## config.mk

```make
export PLATFORM = sky130hd
export DESIGN_NAME = acd_decoder
export DESIGN_NICKNAME = d
export VERILOG_FILES = /design/src/rtl/acd_pkg.sv /design/src/rtl/acd_word_select.sv /design/src/rtl/acd_field_split.sv /design/src/rtl/acd_enable_gate.sv /design/src/rtl/acd_decoder.sv
export SDC_FILE = /design/constraint.sdc
export NUM_CORES = 1
export LEC_CHECK = 0
export BUFFER_PORTS_ARGS = -buffer_cell sky130_fd_sc_hd__buf_2
export CAP_MARGIN = 20
export CORE_MARGIN = 3
export CORE_UTILIZATION = 40
export CTS_CLUSTER_SIZE = 12
export DETAILED_ROUTE_END_ITERATION = 8
export GPL_ROUTABILITY_DRIVEN = 0
export PLACE_DENSITY = 0.87
export SYNTH_ARGS = -nofsm -noshare
export SYNTH_HDL_FRONTEND = slang
export SYNTH_SLANG_ARGS = --single-unit
export TNS_END_PERCENT = 1
```

## constraint.sdc

```tcl
create_clock -name clk -period 1.7 [get_ports clk]
set_input_delay 0.34 -clock clk [delete_from_list [all_inputs] [get_ports clk]]
set_output_delay 0.34 -clock clk [all_outputs]
set_load 0.01 [all_outputs]
```

## src/rtl/acd_pkg.sv

```systemverilog
package acd_pkg;
  // Source select meanings (codes shared by every register input mux)
  localparam int unsigned SRC_SELF   = 4;
  localparam int unsigned SRC_IMM    = 5;
  localparam int unsigned SRC_ALT    = 6;
  localparam int unsigned SRC_SHADOW = 7;

  // Strobe positions above the immediate field
  localparam int unsigned STEP_OFS = 0;
  localparam int unsigned WE_OFS   = 1;
  localparam int unsigned FLAG_W   = 2;

  // Width of a full instruction word for given field widths
  function automatic int unsigned word_width(int unsigned data_w,
                                             int unsigned sel_w,
                                             int unsigned dest_w);
    return data_w + FLAG_W + dest_w + sel_w;
  endfunction
endpackage

```

## src/rtl/acd_word_select.sv

```systemverilog
module acd_word_select #(
  parameter int unsigned IW = 16
) (
  input  logic [IW-1:0] ir_word,
  input  logic [IW-1:0] scan_word,
  input  logic          use_scan,
  output logic [IW-1:0] word
);
  always_comb begin
    word = use_scan ? scan_word : ir_word;
  end
endmodule

```

## src/rtl/acd_field_split.sv

```systemverilog
module acd_field_split
  import acd_pkg::*;
#(
  parameter int unsigned DATA_W  = 8,
  parameter int unsigned SEL_W   = 3,
  parameter int unsigned DEST_W  = 3,
  parameter int unsigned NUM_GPR = 4,
  localparam int unsigned IW     = word_width(DATA_W, SEL_W, DEST_W)
) (
  input  logic [IW-1:0]      word,
  output logic [SEL_W-1:0]   src,
  output logic [NUM_GPR-1:0] gpr_hit,
  output logic               pc_hit,
  output logic               we_bit,
  output logic               step_bit,
  output logic [DATA_W-1:0]  imm
);
  localparam int unsigned DST_LO = DATA_W + FLAG_W;
  localparam int unsigned SRC_LO = DST_LO + DEST_W;

  logic [DEST_W-1:0] dst;

  always_comb begin
    src      = word[SRC_LO +: SEL_W];
    dst      = word[DST_LO +: DEST_W];
    we_bit   = word[DATA_W + WE_OFS];
    step_bit = word[DATA_W + STEP_OFS];
    imm      = word[DATA_W-1:0];
    pc_hit   = (dst == DEST_W'(NUM_GPR));
  end

  for (genvar g = 0; g < NUM_GPR; g++) begin : g_dst
    assign gpr_hit[g] = (dst == DEST_W'(g));
  end
endmodule

```

## src/rtl/acd_enable_gate.sv

```systemverilog
module acd_enable_gate #(
  parameter int unsigned N = 7
) (
  input  logic         hold,
  input  logic [N-1:0] en_in,
  output logic [N-1:0] en_out
);
  for (genvar k = 0; k < N; k++) begin : g_gate
    assign en_out[k] = en_in[k] & ~hold;
  end
endmodule

```

## src/rtl/acd_decoder.sv

```systemverilog
module acd_decoder
  import acd_pkg::*;
#(
  parameter int unsigned DATA_W  = 8,
  parameter int unsigned SEL_W   = 3,
  parameter int unsigned DEST_W  = 3,
  parameter int unsigned NUM_GPR = 4,
  localparam int unsigned IW     = word_width(DATA_W, SEL_W, DEST_W)
) (
  input  logic               clk,
  input  logic               rst,
  input  logic [IW-1:0]      ir_word,
  input  logic [IW-1:0]      scan_word,
  input  logic               use_scan,
  input  logic               hold_off,
  output logic [SEL_W-1:0]   src_sel,
  output logic [NUM_GPR-1:0] gpr_load,
  output logic               pc_load,
  output logic               mem_we,
  output logic               pc_step,
  output logic [DATA_W-1:0]  imm
);
  // Strobe vector: {step, we, pc, gpr...}
  localparam int unsigned EN_N = NUM_GPR + 3;

  logic [IW-1:0]      word;
  logic [SEL_W-1:0]   src_c;
  logic [NUM_GPR-1:0] gpr_c;
  logic               pc_c;
  logic               we_c;
  logic               step_c;
  logic [DATA_W-1:0]  imm_c;
  logic [EN_N-1:0]    en_raw;
  logic [EN_N-1:0]    en_gated;

  acd_word_select #(.IW(IW)) u_pick (
    .ir_word  (ir_word),
    .scan_word(scan_word),
    .use_scan (use_scan),
    .word     (word)
  );

  acd_field_split #(
    .DATA_W (DATA_W),
    .SEL_W  (SEL_W),
    .DEST_W (DEST_W),
    .NUM_GPR(NUM_GPR)
  ) u_split (
    .word    (word),
    .src     (src_c),
    .gpr_hit (gpr_c),
    .pc_hit  (pc_c),
    .we_bit  (we_c),
    .step_bit(step_c),
    .imm     (imm_c)
  );

  assign en_raw = {step_c, we_c, pc_c, gpr_c};

  acd_enable_gate #(.N(EN_N)) u_gate (
    .hold  (hold_off),
    .en_in (en_raw),
    .en_out(en_gated)
  );

  always_ff @(posedge clk) begin
    if (rst) begin
      src_sel  <= '0;
      gpr_load <= '0;
      pc_load  <= 1'b0;
      mem_we   <= 1'b0;
      pc_step  <= 1'b0;
      imm      <= '0;
    end else begin
      src_sel  <= src_c;
      gpr_load <= en_gated[NUM_GPR-1:0];
      pc_load  <= en_gated[NUM_GPR];
      mem_we   <= en_gated[NUM_GPR+1];
      pc_step  <= en_gated[NUM_GPR+2];
      imm      <= imm_c;
    end
  end
endmodule

```

==> run metrics <==
status=finished clean; largest family of logic cells by synthesized area=multiplexers; first-pass GRT wire length=2249 µm; number of max-cap violations=0; drt via density=4.969; I/O Pins=54; PortBufs=53; Reg clk slew, reported paths=100 ps; FF+latch count, synth=18; gr usage total=13.67%; startpoint type of the worst setup path=input pin; Synth async-reset ratio=0%; xor and xnor area share after synthesis=0%; Main synth FF type=dfxtp_1; Area Growth Syn to Fin=43.65%; unrepaired setup endpoints after global routing=no; CTS sink cnt=18; Synth top area share=51.52%; Yosys top cell by area=dfxtp_1; final hold vios=0; post-synthesis mux area share=21.65%; final WL=1597 µm; Post-Layout Cell Count=131; CP Max Fanout=14; Die H=47.82 µm; PostCTS Resize Cnt=0; DP HPWL=1337 µm; Leak=0.0005279 µW; worst IR drop on VDD=0.5353 mV; Synth top cells by count=dfxtp_1, mux2i_1, nor2_1, a2111oi_2; CTS H-tree depth=1; Mapped Cells=61; critical path required time=1850 ps; antenna viol nets, final=0; mapped cell area=699.4 µm²; drt first pass iters=2; Setup CP Type=in -> reg; Clock Path Buffers=2; Setup-failing EPs final=0; Post-synth EDFFs=0; pin count of the biggest net entering global routing=19; ant diodes=0; Seq/Total Area, Yosys=51.52%; post-CTS setup buffer count=0; Compound-Gate Fraction of Synth Area=8.945%; Cells after DPL=127; fin crit share=74.11%; root buffer cell=clkbuf_4; # DRC=0; GRT overflow=0; layout cell share with drive strength beyond 1=54.78%; Worst EP arrival=1410 ps; Core ar.=0.001577 mm²; vias in the first global route=561; Initial Utilization=44.37%; FP Rows=14; count leader, synth=dfxtp_1; Max-slew headroom=73.47%; Max Fclk=0.7938 GHz; Mean Syn Cell Area=11.47 µm²; hold crit path type=in -> reg; Synth warnings=0; Simple-Gate Fraction of Synth Area=14.49%; TNS Setup=0 ps; post-synthesis adder-cell area fraction=0%; crit path capture type=flip-flop; Syn Nets=97; Final min period=1260 ps; fin. max-slew vios=0; Synth area leaders=dfxtp_1, mux2i_1, a2111oi_2; antenna violations before repair=0; Unique masters post-synth=14; Final #Nets=152; Routed wire per std cell=12.19 µm; die footprint=0.002286 mm²; worst-margin pin slew=387.9 ps; Via Count=651; # hold bufs at CTS=0; CTS buffer count=3; die span in x=47.82 µm; CTS tree=done; P per Cell Area=835.1 mW/mm²; DRT iter0 DRCs=6
cell usage in the layout (no fill, tap or decap), types with 2 or more instances in the layout:
cell        n
clkbuf_4    3
mux2i_1    14
a2111oi_0   2
nor2_1     11
nor3_1      2
nand3b_1    2
a2111oi_2   3
or3b_1      2
dfxtp_1    18
buf_2      53
power by group:
group	switching [µW]	total, µW	internal (µW)
Sequential	4.36	447	443
Combinational	68.3	140	71.4
Clock	122	252	130
metal layers:
| layer | track usage, % | up-vias | part of all wire [%] |
|---|---|---|---|
| li1 | - | 329 | - |
| met1 | 15.75 | 296 | 38 |
| met2 | 24.27 | 24 | 55 |
| met3 | 3.383 | 2 | 6.1 |
| met4 | 4.839 | 0 | 1.4 |
| met5 | 0 | - | 0 |
critical path: stages:
cell and delay, ps:
buf_2 270, or3b_1 400, a2111oi_0 400
final cells by class:
| cell class | instances | area [µm²] |
|---|---|---|
| clock buffers | 4 | 36.28 |
| fillers | 147 | 571.8 |
| multi-input cells | 39 | 315.3 |
| flip-flops and latches | 18 | 360.3 |
| well taps | 16 | 20.02 |
| repair buffers | 54 | 272.8 |
metrics by stage:
stage	total power [µW]	setup slack, ps	instance area [µm²]	utilization [%]	hold WS (ps)
after CTS	853.6	409.5	1005	63.73	274.6
after global routing	890.1	245.8	1005	63.73	286.4
after global placement	594.2	258.5	968.4	61.43	569.8
final	839.1	440.2	1005	63.73	282.9
after floorplan	528.2	411.5	699.4	-	419.2
after detailed placement	599.1	114.7	968.4	61.43	577.4
state kept, by name, summed over array words and instances (netlist names):
signal	count
gpr_load	4
imm	8
mem_we	1
pc_load	1
pc_step	1
src_sel	3
final timing paths:
path                  startpoint     endpoint  slack [ps]  depth (start not counted)
worst min-delay path  ir_word[6]       imm[6]         280                          3
worst max-delay path    use_scan  gpr_load[0]         440                          3
logic make-up (layout without fill, tap and decap cells):
logic type,count (synthesis),in the layout
simple gates,19,19
flops,18,18
compound gates,5,5
mux,15,15
buf+inv,4,58
(Power assumes the default switching activity.)
